==> src/rtl/dma_seq_pkg.sv <==
package dma_seq_pkg;

   typedef enum logic [2:0] {
      DM_MEM     = 3'd0,
      DM_PCI     = 3'd1,
      DM_REG     = 3'd2,
      DM_POOL    = 3'd3,
      DM_PREV    = 3'd4,
      DM_NXT_SRC = 3'd5,
      DM_NXT_DST = 3'd6,
      DM_RSVD    = 3'd7
   } dst_mode_e;

   typedef enum logic [1:0] {
      SP_MEM = 2'd0,
      SP_PCI = 2'd1,
      SP_REG = 2'd2
   } space_e;

   typedef enum logic [2:0] {
      EC_NONE      = 3'd0,
      EC_RSVD_BITS = 3'd1,
      EC_RSVD_MODE = 3'd2,
      EC_ALIGN     = 3'd3,
      EC_HOLD_LEN  = 3'd4
   } err_code_e;

   typedef enum logic [1:0] {
      ST_IDLE   = 2'd0,
      ST_POOL   = 2'd1,
      ST_ACTIVE = 2'd2
   } seq_state_e;

   typedef struct packed {
      logic      rsvd_nz;
      logic      hold_src;
      logic      hold_dst;
      logic      cksum_en;
      logic      cksum_clr;
      logic      little;
      logic      tx_on_done;
      logic      evq_on_done;
      logic      no_status;
      dst_mode_e mode;
   } ctrl_fields_t;

endpackage

==> src/rtl/dma_ctrl_decode.sv <==
module dma_ctrl_decode
   import dma_seq_pkg::*;
(
   input  logic [31:0]  word,
   output ctrl_fields_t fields
);

   logic hold_mode;

   assign hold_mode = word[25];

   always_comb begin
      fields             = '0;
      fields.rsvd_nz     = |word[31:30];
      fields.hold_dst    = hold_mode & word[29];
      fields.hold_src    = hold_mode & word[28];
      fields.cksum_clr   = ~hold_mode & word[29];
      fields.cksum_en    = ~hold_mode & word[28];
      fields.little      = word[27];
      fields.tx_on_done  = word[26];
      fields.evq_on_done = word[24];
      fields.no_status   = word[23];
      fields.mode        = dst_mode_e'(word[22:20]);
   end

endmodule

==> src/rtl/dma_desc_check.sv <==
module dma_desc_check
   import dma_seq_pkg::*;
#(
   parameter int ADDR_W     = 32,
   parameter int LEN_W      = 16,
   parameter int WORD_BYTES = 4,
   parameter int HOLD_MAX   = 252
) (
   input  ctrl_fields_t      fields,
   input  logic [ADDR_W-1:0] src,
   input  logic [ADDR_W-1:0] dst,
   input  logic              dst_known,
   input  logic [LEN_W-1:0]  len,
   output err_code_e         code
);

   localparam logic [ADDR_W-1:0] ALIGN_MASK = ADDR_W'(WORD_BYTES - 1);
   localparam logic [LEN_W-1:0]  LEN_LIMIT  = LEN_W'(HOLD_MAX);

   logic src_off, dst_off, misaligned, too_long;

   assign src_off    = (src & ALIGN_MASK) != '0;
   assign dst_off    = dst_known && ((dst & ALIGN_MASK) != '0);
   assign misaligned = fields.little && (src_off || dst_off);
   assign too_long   = (fields.hold_src || fields.hold_dst) && (len > LEN_LIMIT);

   always_comb begin
      if (fields.rsvd_nz)              code = EC_RSVD_BITS;
      else if (fields.mode == DM_RSVD) code = EC_RSVD_MODE;
      else if (misaligned)             code = EC_ALIGN;
      else if (too_long)               code = EC_HOLD_LEN;
      else                             code = EC_NONE;
   end

endmodule

==> src/rtl/dma_addr_unit.sv <==
module dma_addr_unit #(
   parameter int ADDR_W     = 32,
   parameter int WORD_BYTES = 4
) (
   input  logic              clk,
   input  logic              rst_n,
   input  logic              src_load,
   input  logic [ADDR_W-1:0] src_in,
   input  logic              dst_load,
   input  logic [ADDR_W-1:0] dst_in,
   input  logic              beat_en,
   input  logic              cmpl_en,
   input  logic              hold_src,
   input  logic              hold_dst,
   output logic [ADDR_W-1:0] src_q,
   output logic [ADDR_W-1:0] dst_q,
   output logic [ADDR_W-1:0] base_q,
   output logic [ADDR_W-1:0] last_dst_q
);

   localparam logic [ADDR_W-1:0] STEP = ADDR_W'(WORD_BYTES);

   logic [ADDR_W-1:0] src_beat, dst_beat, src_fin, dst_fin;

   assign src_beat = hold_src ? src_q : src_q + STEP;
   assign dst_beat = hold_dst ? dst_q : dst_q + STEP;
   assign src_fin  = hold_src ? src_q + STEP : src_q;
   assign dst_fin  = hold_dst ? dst_q + STEP : dst_q;

   always_ff @(posedge clk) begin
      if (!rst_n) begin
         src_q      <= '0;
         dst_q      <= '0;
         base_q     <= '0;
         last_dst_q <= '0;
      end else begin
         if (src_load)     src_q <= src_in;
         else if (cmpl_en) src_q <= src_fin;
         else if (beat_en) src_q <= src_beat;

         if (dst_load) begin
            dst_q  <= dst_in;
            base_q <= dst_in;
         end else if (cmpl_en) begin
            dst_q      <= dst_fin;
            last_dst_q <= dst_fin;
         end else if (beat_en) begin
            dst_q <= dst_beat;
         end
      end
   end


   hold_dst_stable_chk: assert property (@(posedge clk) disable iff (!rst_n)
      (beat_en && hold_dst && !dst_load && !cmpl_en) |=> $stable(dst_q));


   src_step_chk: assert property (@(posedge clk) disable iff (!rst_n)
      (beat_en && !hold_src && !src_load && !cmpl_en) |=> (src_q == $past(src_q) + STEP));


   held_src_advance_chk: assert property (@(posedge clk) disable iff (!rst_n)
      (cmpl_en && hold_src && !src_load) |=> (src_q == $past(src_q) + STEP));

endmodule

==> src/rtl/dma_cmpl_unit.sv <==
module dma_cmpl_unit #(
   parameter int ADDR_W        = 32,
   parameter int SYS_ADDR_W    = 32,
   parameter int EVQ_W         = 26,
   parameter int TX_ALIGN_BITS = 6
) (
   input  logic                  clk,
   input  logic                  rst_n,
   input  logic                  cmpl_en,
   input  logic                  evq_on,
   input  logic                  no_status,
   input  logic                  tx_on,
   input  logic [SYS_ADDR_W-1:0] desc_addr,
   input  logic [ADDR_W-1:0]     base_dst,
   output logic                  evq_push,
   output logic [EVQ_W-1:0]      evq_data,
   output logic                  stat_set,
   output logic                  tx_enq,
   output logic [ADDR_W-1:0]     tx_addr
);

   logic [ADDR_W-1:0] tx_base;

   generate
      if (TX_ALIGN_BITS > 0) begin : g_tx_mask
         assign tx_base = {base_dst[ADDR_W-1:TX_ALIGN_BITS], {TX_ALIGN_BITS{1'b0}}};
      end else begin : g_tx_pass
         assign tx_base = base_dst;
      end
   endgenerate

   always_ff @(posedge clk) begin
      if (!rst_n) begin
         evq_push <= 1'b0;
         evq_data <= '0;
         stat_set <= 1'b0;
         tx_enq   <= 1'b0;
         tx_addr  <= '0;
      end else begin
         evq_push <= cmpl_en && evq_on;
         stat_set <= cmpl_en && !no_status;
         tx_enq   <= cmpl_en && tx_on;
         if (cmpl_en) begin
            evq_data <= desc_addr[SYS_ADDR_W-1 -: EVQ_W];
            tx_addr  <= tx_base;
         end
      end
   end


   status_on_done_chk: assert property (@(posedge clk) disable iff (!rst_n)
      (cmpl_en && !no_status) |=> stat_set);


   status_inhibit_chk: assert property (@(posedge clk) disable iff (!rst_n)
      (cmpl_en && no_status) |=> !stat_set);


   evq_on_done_chk: assert property (@(posedge clk) disable iff (!rst_n)
      (cmpl_en && evq_on) |=> evq_push);


   tx_needs_done_chk: assert property (@(posedge clk) disable iff (!rst_n)
      !cmpl_en |=> !tx_enq);

endmodule

==> src/rtl/dma_desc_seq.sv <==
module dma_desc_seq
   import dma_seq_pkg::*;
#(
   parameter int ADDR_W        = 32,
   parameter int SYS_ADDR_W    = 32,
   parameter int LEN_W         = 16,
   parameter int WORD_BYTES    = 4,
   parameter int HOLD_MAX      = 252,
   parameter int POOL_ID_W     = 4,
   parameter int REG_ADDR_W    = 16,
   parameter int EVQ_W         = 26,
   parameter int TX_ALIGN_BITS = 6,
   parameter int SRC_FIELD_OFS = 4,
   parameter int DST_FIELD_OFS = 8
) (
   input  logic                  clk,
   input  logic                  rst_n,
   input  logic                  ld_valid,
   input  logic [31:0]           ld_ctrl,
   input  logic [ADDR_W-1:0]     ld_src,
   input  logic [ADDR_W-1:0]     ld_dst,
   input  logic [LEN_W-1:0]      ld_len,
   input  logic [SYS_ADDR_W-1:0] ld_desc_addr,
   input  logic [ADDR_W-1:0]     ld_next_desc,
   input  logic                  beat,
   input  logic                  done,
   output logic                  pool_req,
   output logic [POOL_ID_W-1:0]  pool_id,
   input  logic                  pool_grant,
   input  logic                  pool_avail,
   input  logic [ADDR_W-1:0]     pool_addr,
   output logic                  busy,
   output logic                  xfer_start,
   output logic [ADDR_W-1:0]     cur_src,
   output logic [ADDR_W-1:0]     cur_dst,
   output logic [1:0]            dst_space,
   output logic                  cksum_en,
   output logic                  cksum_clr,
   output logic                  little_en,
   output logic                  evq_push,
   output logic [EVQ_W-1:0]      evq_data,
   output logic                  stat_set,
   output logic                  tx_enq,
   output logic [ADDR_W-1:0]     tx_addr,
   output logic                  zero_dst_evt,
   output logic                  err_pulse,
   output logic [2:0]            err_code
);

   localparam logic [ADDR_W-1:0] SRC_OFS = ADDR_W'(SRC_FIELD_OFS);
   localparam logic [ADDR_W-1:0] DST_OFS = ADDR_W'(DST_FIELD_OFS);

   generate
      if (EVQ_W > SYS_ADDR_W) begin : g_bad_evq
         $error("EVQ_W must not exceed SYS_ADDR_W");
      end
      if (TX_ALIGN_BITS >= ADDR_W) begin : g_bad_tx
         $error("TX_ALIGN_BITS must be below ADDR_W");
      end
      if (POOL_ID_W > ADDR_W || REG_ADDR_W > ADDR_W) begin : g_bad_fld
         $error("pool ID and register window must fit the address");
      end
      if (WORD_BYTES < 1 || (WORD_BYTES & (WORD_BYTES - 1)) != 0) begin : g_bad_word
         $error("WORD_BYTES must be a power of two");
      end
      if (HOLD_MAX >= (1 << LEN_W)) begin : g_bad_hold
         $error("HOLD_MAX must fit LEN_W");
      end
   endgenerate

   seq_state_e            state_q;
   ctrl_fields_t          dec, fields_q;
   err_code_e             chk_code;
   logic [ADDR_W-1:0]     reg_dst, res_dst;
   space_e                res_space, space_q, last_space_q;
   logic [SYS_ADDR_W-1:0] desc_q;
   logic [POOL_ID_W-1:0]  pool_id_q;
   logic                  start_q, err_q, zdst_q;
   err_code_e             err_code_q;
   logic                  idle_accept, grant_ok, src_load, dst_load;
   logic                  beat_en, cmpl_en;
   logic [ADDR_W-1:0]     dst_in, base_dst, last_dst;

   dma_ctrl_decode u_dec (
      .word   (ld_ctrl),
      .fields (dec)
   );

   generate
      if (REG_ADDR_W < ADDR_W) begin : g_reg_win
         assign reg_dst = {{(ADDR_W-REG_ADDR_W){1'b0}}, ld_dst[REG_ADDR_W-1:0]};
      end else begin : g_reg_full
         assign reg_dst = ld_dst;
      end
   endgenerate

   always_comb begin
      res_dst   = ld_dst;
      res_space = SP_MEM;
      unique case (dec.mode)
         DM_PCI:     res_space = SP_PCI;
         DM_REG: begin
            res_dst   = reg_dst;
            res_space = SP_REG;
         end
         DM_PREV: begin
            res_dst   = last_dst;
            res_space = last_space_q;
         end
         DM_NXT_SRC: res_dst = ld_next_desc + SRC_OFS;
         DM_NXT_DST: res_dst = ld_next_desc + DST_OFS;
         default: ;
      endcase
   end

   dma_desc_check #(
      .ADDR_W     (ADDR_W),
      .LEN_W      (LEN_W),
      .WORD_BYTES (WORD_BYTES),
      .HOLD_MAX   (HOLD_MAX)
   ) u_chk (
      .fields    (dec),
      .src       (ld_src),
      .dst       (res_dst),
      .dst_known (dec.mode != DM_POOL),
      .len       (ld_len),
      .code      (chk_code)
   );

   assign idle_accept = (state_q == ST_IDLE) && ld_valid && (chk_code == EC_NONE);
   assign grant_ok    = (state_q == ST_POOL) && pool_grant && pool_avail;
   assign src_load    = idle_accept;
   assign dst_load    = (idle_accept && (dec.mode != DM_POOL)) || grant_ok;
   assign dst_in      = (state_q == ST_POOL) ? pool_addr : res_dst;
   assign beat_en     = (state_q == ST_ACTIVE) && beat && !done;
   assign cmpl_en     = (state_q == ST_ACTIVE) && done;

   always_ff @(posedge clk) begin
      if (!rst_n) begin
         state_q      <= ST_IDLE;
         fields_q     <= '0;
         desc_q       <= '0;
         pool_id_q    <= '0;
         space_q      <= SP_MEM;
         last_space_q <= SP_MEM;
         start_q      <= 1'b0;
         err_q        <= 1'b0;
         zdst_q       <= 1'b0;
         err_code_q   <= EC_NONE;
      end else begin
         start_q <= 1'b0;
         err_q   <= 1'b0;
         zdst_q  <= 1'b0;
         unique case (state_q)
            ST_IDLE: begin
               if (ld_valid) begin
                  if (chk_code != EC_NONE) begin
                     err_q      <= 1'b1;
                     err_code_q <= chk_code;
                  end else begin
                     fields_q  <= dec;
                     desc_q    <= ld_desc_addr;
                     pool_id_q <= ld_dst[POOL_ID_W-1:0];
                     space_q   <= res_space;
                     if (dec.mode == DM_POOL) begin
                        state_q <= ST_POOL;
                     end else begin
                        state_q <= ST_ACTIVE;
                        start_q <= 1'b1;
                     end
                  end
               end
            end
            ST_POOL: begin
               if (pool_grant) begin
                  if (pool_avail) begin
                     state_q <= ST_ACTIVE;
                     start_q <= 1'b1;
                     space_q <= SP_MEM;
                  end else begin
                     state_q <= ST_IDLE;
                     zdst_q  <= 1'b1;
                  end
               end
            end
            ST_ACTIVE: begin
               if (done) begin
                  state_q      <= ST_IDLE;
                  last_space_q <= space_q;
               end
            end
            default: state_q <= ST_IDLE;
         endcase
      end
   end

   dma_addr_unit #(
      .ADDR_W     (ADDR_W),
      .WORD_BYTES (WORD_BYTES)
   ) u_addr (
      .clk        (clk),
      .rst_n      (rst_n),
      .src_load   (src_load),
      .src_in     (ld_src),
      .dst_load   (dst_load),
      .dst_in     (dst_in),
      .beat_en    (beat_en),
      .cmpl_en    (cmpl_en),
      .hold_src   (fields_q.hold_src),
      .hold_dst   (fields_q.hold_dst),
      .src_q      (cur_src),
      .dst_q      (cur_dst),
      .base_q     (base_dst),
      .last_dst_q (last_dst)
   );

   dma_cmpl_unit #(
      .ADDR_W        (ADDR_W),
      .SYS_ADDR_W    (SYS_ADDR_W),
      .EVQ_W         (EVQ_W),
      .TX_ALIGN_BITS (TX_ALIGN_BITS)
   ) u_cmpl (
      .clk       (clk),
      .rst_n     (rst_n),
      .cmpl_en   (cmpl_en),
      .evq_on    (fields_q.evq_on_done),
      .no_status (fields_q.no_status),
      .tx_on     (fields_q.tx_on_done),
      .desc_addr (desc_q),
      .base_dst  (base_dst),
      .evq_push  (evq_push),
      .evq_data  (evq_data),
      .stat_set  (stat_set),
      .tx_enq    (tx_enq),
      .tx_addr   (tx_addr)
   );

   assign busy         = (state_q != ST_IDLE);
   assign pool_req     = (state_q == ST_POOL);
   assign pool_id      = pool_id_q;
   assign xfer_start   = start_q;
   assign err_pulse    = err_q;
   assign err_code     = err_code_q;
   assign zero_dst_evt = zdst_q;
   assign dst_space    = space_q;
   assign cksum_en     = busy && fields_q.cksum_en;
   assign cksum_clr    = busy && fields_q.cksum_clr;
   assign little_en    = busy && fields_q.little;


   pulse_excl_chk: assert property (@(posedge clk) disable iff (!rst_n)
      $onehot0({xfer_start, err_pulse, zero_dst_evt}));


   start_single_chk: assert property (@(posedge clk) disable iff (!rst_n)
      xfer_start |=> !xfer_start);


   err_code_valid_chk: assert property (@(posedge clk) disable iff (!rst_n)
      err_pulse |-> (err_code != 3'd0 && !busy));


   zero_dst_src_chk: assert property (@(posedge clk) disable iff (!rst_n)
      zero_dst_evt |-> ($past(pool_req) && !busy));


   busy_load_ignored_chk: assert property (@(posedge clk) disable iff (!rst_n)
      (busy && ld_valid && !beat && !done && !pool_grant) |=> ($stable(cur_dst) && $stable(cur_src)));

endmodule

==> config.mk <==
export PLATFORM = sky130hd
export DESIGN_NAME = dma_desc_seq
export DESIGN_NICKNAME = d
export VERILOG_FILES = /design/src/rtl/dma_seq_pkg.sv /design/src/rtl/dma_ctrl_decode.sv /design/src/rtl/dma_desc_check.sv /design/src/rtl/dma_addr_unit.sv /design/src/rtl/dma_cmpl_unit.sv /design/src/rtl/dma_desc_seq.sv
export SDC_FILE = /design/constraint.sdc
export NUM_CORES = 1
export LEC_CHECK = 0
export BUFFER_PORTS_ARGS = -buffer_cell sky130_fd_sc_hd__buf_2
export CORE_MARGIN = 2
export CORE_UTILIZATION = 25
export CTS_CLUSTER_SIZE = 28
export DETAILED_ROUTE_END_ITERATION = 10
export PLACE_DENSITY = 0.45
export REMOVE_ABC_BUFFERS = 1
export SYNTH_ARGS = -nofsm -noshare
export SYNTH_HDL_FRONTEND = slang
export SYNTH_HIERARCHICAL = 1
export SYNTH_SLANG_ARGS = --single-unit
==> constraint.sdc <==
create_clock -name clk -period 9.6 [get_ports clk]
set_input_delay 0.48 -clock clk [delete_from_list [all_inputs] [get_ports clk]]
set_output_delay 0.48 -clock clk [all_outputs]
set_load 0.01 [all_outputs]
==> impl_metrics.tcl, run 1 <==
set metrics [dict create \
    status "complete, no violations" \
    routed-via-count 12500 \
    drive_gt1_share_pct 24.7 \
    final_cell_area_um2 15800 \
    final_cell_mix "323 x buf_2, 227 x dfxtp_1, 175 x nand2_1, 110 x a21oi_1, 106 x nor2_1" \
    slew_headroom_pct 30.3 \
    grt_pass1_vias 11800 \
    yosys_warnings 6 \
    syn-cell-area_um2 12900 \
    row_count 83 \
    crit_type "in2reg" \
    initial_core_util_pct 25.2 \
    required_ns 10.05 \
    min_path_type "in2reg" \
    syn_area_per_cell_um2 8.35 \
    slowest_stage "inv_2" \
    skew_ns 0.0227 \
    arrival_ns 5.83 \
    grt_pass1_wl_um 73900 \
    fmax_mhz 186 \
    portBuffers 324 \
    core_um2 51100 \
    viasPerCell 5.03 \
    cp_max_fo 52 \
    crit_buf_inv 3 \
    worstMarginPinSlew_ns 1.04 \
    crit_chain "buf_2 > nand2_1 > nand2_1 > a22o_1 > o21ai_1 > nand2_1 > a31o_1 > nor3_1 > nand2_1 > inv_2 > a32o_2 > buf_4 > nand2b_1 > a2bb2oi_1 > nand2_1 > mux2i_1 > a21oi_1" \
    drt_pass1_iterations 5 \
    hold_violations 0 \
    cts_inserted_buffers 29 \
    setup_viol 0 \
    die_h_um 231 \
    final_common_cell "buf_2" \
    ctsResizeCount 0 \
    hpwl_um 36700 \
    first_iter_violations 805 \
    h-tree-depth 1 \
    antenna_found_initial 2 \
    gr-usage-all-layers_pct 17.9 \
    cts-root-buf "clkbuf_16" \
    gp_congestion 0.854 \
    area_growth_pct 22.7 \
    critPathMostFrequentCell "nand2_1" \
    finalMaxSlewViolations 0 \
    slowest_delay_ns 0.65 \
    startpoint_type "input port" \
    cts_hold_buf 0 \
    clock_path_buffers 3 \
    post-route-period-util_pct 56.1 \
    fin_crit_ns 5.38 \
    ios 357 \
    cp_top_family "simple AND/OR/NAND/NOR gates" \
    dpl_cell_area_um2 14700 \
    power_density_nw_per_um2 157 \
    setup_tns_ns 0 \
    ir_drop_v 0.000138 \
    worst_setup_path_end_kind "flip-flop" \
    tritoncts "built" \
    rsz0062_at_grt "false" \
    nets 2002 \
    p_leak_nw 6.11 \
    clk_pin_slew_worst_paths_ns 0.06 \
    clk_latency_ns 0.58 \
    grt_max_degree 77 \
    grt_overflow 0 \
    max_cap_viol_count 0 \
    detail-route-antenna-nets 0 \
    synthCells 1540 \
    die_w_um 231 \
    totalWireLength_um 50300 \
    dieArea_um2 53200 \
    drcViolationCount 0 \
    wl_per_cell_um 20.2 \
    cts_setup_buffers 0 \
    cts.sinks 227 \
]
[metrics by stage]
stage	power, mW	hold slack (ns)	std cells	util, %	worst slack [ns]
2_1_floorplan	1.13	0.390	1414	-	2.93
3_3_place_gp	1.28	0.398	2432	28.8	3.57
3_5_place_dp	1.28	0.405	2432	28.8	3.55
4_1_cts	2.51	0.102	2484	30.9	4.15
5_1_grt	2.57	0.127	2486	30.9	3.76
6_report	2.48	0.133	2486	30.9	4.22
[routing by layer]
layer / global-route usage (%) / vias up / share of wire, % / wire length [um]
met5: 0 / - / 0 / 0
met4: 5.38 / 0 / 2.5 / 1280
met3: 4.32 / 65 / 7.5 / 3770
met2: 27.8 / 393 / 44 / 22200
met1: 24.5 / 5978 / 46 / 23000
li1: - / 6057 / - / -
[worst register-to-register path: stages (launching register included)]
cell and delay, ns:
dfxtp_1 0.31, mux2i_1 0.11, o21ai_0 0.09, a22o_1 0.24
o21ai_1 0.21, nand2_1 0.08, a31o_1 0.23, nor3_1 0.31
nand2_1 0.13, inv_2 0.65, a32o_2 0.25, buf_4 0.62
nand2b_1 0.57, a2bb2oi_1 0.49, nand2_1 0.10, mux2i_1 0.14
a21oi_1 0.08
[area by class of cell]
type / count / area, um^2
Clock inverter: 17 / 282
Sequential cell: 227 / 4540
Multi-Input combinational cell: 1172 / 7530
Clock buffer: 35 / 778
Antenna cell: 2 / 5.00
Fill cell: 5565 / 35300
Tap cell: 680 / 851
Timing Repair Buffer: 338 / 1730
Inverter: 15 / 57.6
[state kept, by name, indices dropped and copies added (netlist names), 3 cells and up]
signal,count
u_addr/src_q,32
u_addr/dst_q,32
pool_id,4
err_code,3
u_cmpl/evq_data,26
u_cmpl/tx_addr,26
u_addr/last_dst_q,32
fields_q,8
desc_q,26
u_addr/base_q,26
[final timing paths]
kind	start	end	slack [ns]	cells past startpoint
worst max register to register	u_addr/last_dst_q[1]$_SDFFE_PN0P_	u_addr/dst_q[21]$_SDFFE_PN0P_	4.87	16
worst max-delay path	ld_ctrl[21]	u_addr/dst_q[21]$_SDFFE_PN0P_	4.22	17
worst min register to register	fields_q[3]$_SDFFE_PN0P_	u_cmpl/stat_set$_SDFF_PN0_	0.42	1
worst min-delay path	ld_src[7]	u_addr/src_q[7]$_SDFFE_PN0P_	0.13	3
[where the power goes]
part	leakage, nW	total [mW]	internal (mW)	switching, mW
registers	1.83	0.989	0.963	0.0255
logic	3.75	0.273	0.107	0.166
clock network	0.523	1.22	0.765	0.452
total	6.11	2.48	1.84	0.644
No activity file was read; power rests on OpenSTA's default activity.
==> run 2: changes to the inputs <==
clock period = 5 ns   (was 9.6 ns; I/O delays follow)
==> run 2 against run 1 <==
Clock skew increased by 0.0029 ns. Setup slack got worse by 2.8 ns. Worst hold slack got worse by 0.079 ns. Final cell count increased by 3.3%. Count of clock-buffer cells in the layout increased by 1. Non-clock buffer count increased by 80. Critical path depth decreased by 1. Die area unchanged. Highest routed layer unchanged. Power increased by 86%. Cell area increased by 4.4%.
==> impl_metrics.tcl, run 2 (synthesis gave the netlist of run 1 again) <==
set metrics [dict create \
    nets 2082 \
    skew_ns 0.0256 \
    hold_violations 0 \
    holdPathEnd "u_addr/dst_q[0]$_SDFFE_PN0P_" \
    cts-root-buf "clkbuf_16" \
    r2r_end "u_addr/dst_q[6]$_SDFFE_PN0P_" \
    rsz0062_at_grt "false" \
    clk_latency_ns 0.58 \
    grt_pass1_wl_um 76400 \
    gp_congestion 0.900 \
    fin_crit_ns 3.61 \
    cp-startpoint "u_addr/last_dst_q[1]$_SDFFE_PN0P_" \
    arrival_ns 4.09 \
    area_growth_pct 28.1 \
    max_cap_viol_count 0 \
    antenna_found_initial 3 \
    cts.sinks 227 \
    ios 357 \
    die_w_um 231 \
    worst_setup_path_end_kind "flip-flop" \
    min-delay-start "pool_addr[0]" \
    final_cell_mix "323 x buf_2, 227 x dfxtp_1, 175 x nand2_1, 110 x a21oi_1, 106 x nor2_1" \
    placed_cells 2440 \
    required_ns 5.49 \
    core_um2 51100 \
    worstMarginPinSlew_ns 0.948 \
    rr_startpoint "u_addr/last_dst_q[1]$_SDFFE_PN0P_" \
    slew_headroom_pct 36.3 \
    min_path_type "in2reg" \
    cts_inserted_buffers 29 \
    clk_pin_slew_worst_paths_ns 0.06 \
    tritoncts "built" \
    drt_pass1_iterations 6 \
    viasPerCell 4.98 \
    dieArea_um2 53200 \
    ctsResizeCount 0 \
    grt_pass1_vias 12300 \
    grt_overflow 0 \
    startpoint_type "flip-flop" \
    stdcell_count 2568 \
    setup_viol 0 \
    status "complete, no violations" \
    final_util_pct 32.2 \
    routed-via-count 12800 \
    reg_top3 "u_addr/dst_q: 32 flops, u_addr/last_dst_q: 32 flops, u_addr/src_q: 32 flops" \
    p_leak_nw 6.41 \
    final-seq-area_um2 4540 \
    drive_gt1_share_pct 24.1 \
    crit_type "reg2reg" \
    cp_max_fo 14 \
    row_count 83 \
    drcViolationCount 0 \
    hpwl_um 37900 \
    fmax_mhz 277 \
    die_h_um 231 \
    power_density_nw_per_um2 280 \
    post-route-period-util_pct 72.1 \
    r2r_slack_ns 1.39 \
    gr-usage-all-layers_pct 18.5 \
    multi_input_area_um2 7530 \
    initial_core_util_pct 25.2 \
    finalMaxSlewViolations 0 \
    wl_per_cell_um 20.0 \
    portBuffers 324 \
    clock_path_buffers 3 \
    r2r_cells 16 \
    ir_drop_v 0.000265 \
    min_path_cells 4 \
    fill_cells 5513 \
    grt_max_degree 60 \
    h-tree-depth 1 \
    detail-route-antenna-nets 0 \
    final_common_cell "buf_2" \
    first_iter_violations 967 \
    totalWireLength_um 51400 \
]
[run 2: per-layer routing]
metal / share of wire (%) / global-route usage [%] / vias to the layer above / wire length, um
li1: - / - / 6202 / -
met1: 45 / 24.7 / 6058 / 23100
met2: 44 / 28.7 / 438 / 22600
met3: 7.8 / 4.47 / 82 / 4010
met4: 3.3 / 6.67 / 0 / 1720
met5: 0 / 0 / - / 0
[run 2: what timing repair did]
action                     in CTS  in global routing
setup endpoints to repair       0                  0
setup buffers                   0                  0
hold endpoints to repair       70                  0
hold buffers                   72                  0
[run 2: metrics by stage]
step	worst slack (ns)	TNS [ns]	cell area, um^2	hold slack (ns)	total power, mW
2_1_floorplan	-1.44	-61.86	12100	0.368	2.18
3_3_place_gp	1.00	0	14800	0.401	2.46
3_5_place_dp	0.961	0	14800	0.408	2.46
4_1_cts	1.35	0	16500	0.0148	4.68
5_1_grt	1.05	0	16500	0.0738	4.80
6_report	1.39	0	16500	0.0538	4.61
[run 2: worst max-delay path, cell delays in order, from the launching register on]
cell	delay (ns)
dfxtp_1	0.31
mux2i_1	0.11
o21ai_0	0.09
a22o_1	0.25
o211ai_2	0.21
nand3_1	0.11
nor4_2	0.30
nor3_1	0.13
nand2_1	0.11
inv_2	0.04
a32o_2	0.34
nor2_1	0.54
nand2_1	0.33
buf_4	0.29
nand2_1	0.08
mux2i_1	0.06
a21oi_1	0.18
[run 2: worst max path at each step]
stage	to	slack, ns	depth (start not counted)
floorplan	u_addr/dst_q[29]$_SDFFE_PN0P_	-1.44	15
global placement	u_addr/dst_q[31]$_SDFFE_PN0P_	1.00	15
detailed placement	u_addr/dst_q[31]$_SDFFE_PN0P_	0.96	15
CTS	u_addr/dst_q[6]$_SDFFE_PN0P_	1.35	15
global route	u_addr/dst_q[19]$_SDFFE_PN0P_	1.05	16
finish	u_addr/dst_q[6]$_SDFFE_PN0P_	1.39	16
[run 2: cell type report]
cell class	instances	share of cell area (%)
diodes	2	0.0304
clock buffers	36	4.81
clock inverters	18	1.09
inverters	15	0.350
multi-input cells	1172	45.7
flip-flops and latches	227	27.6
well taps	680	5.17
repair buffers	418	15.2
[run 2: report_power, final]
part	internal [mW]	leakage (nW)	switching [mW]
sequential	1.85	1.83	0.0502
combinational	0.245	4.10	0.327
clock	1.24	0.473	0.902
total	3.33	6.41	1.28
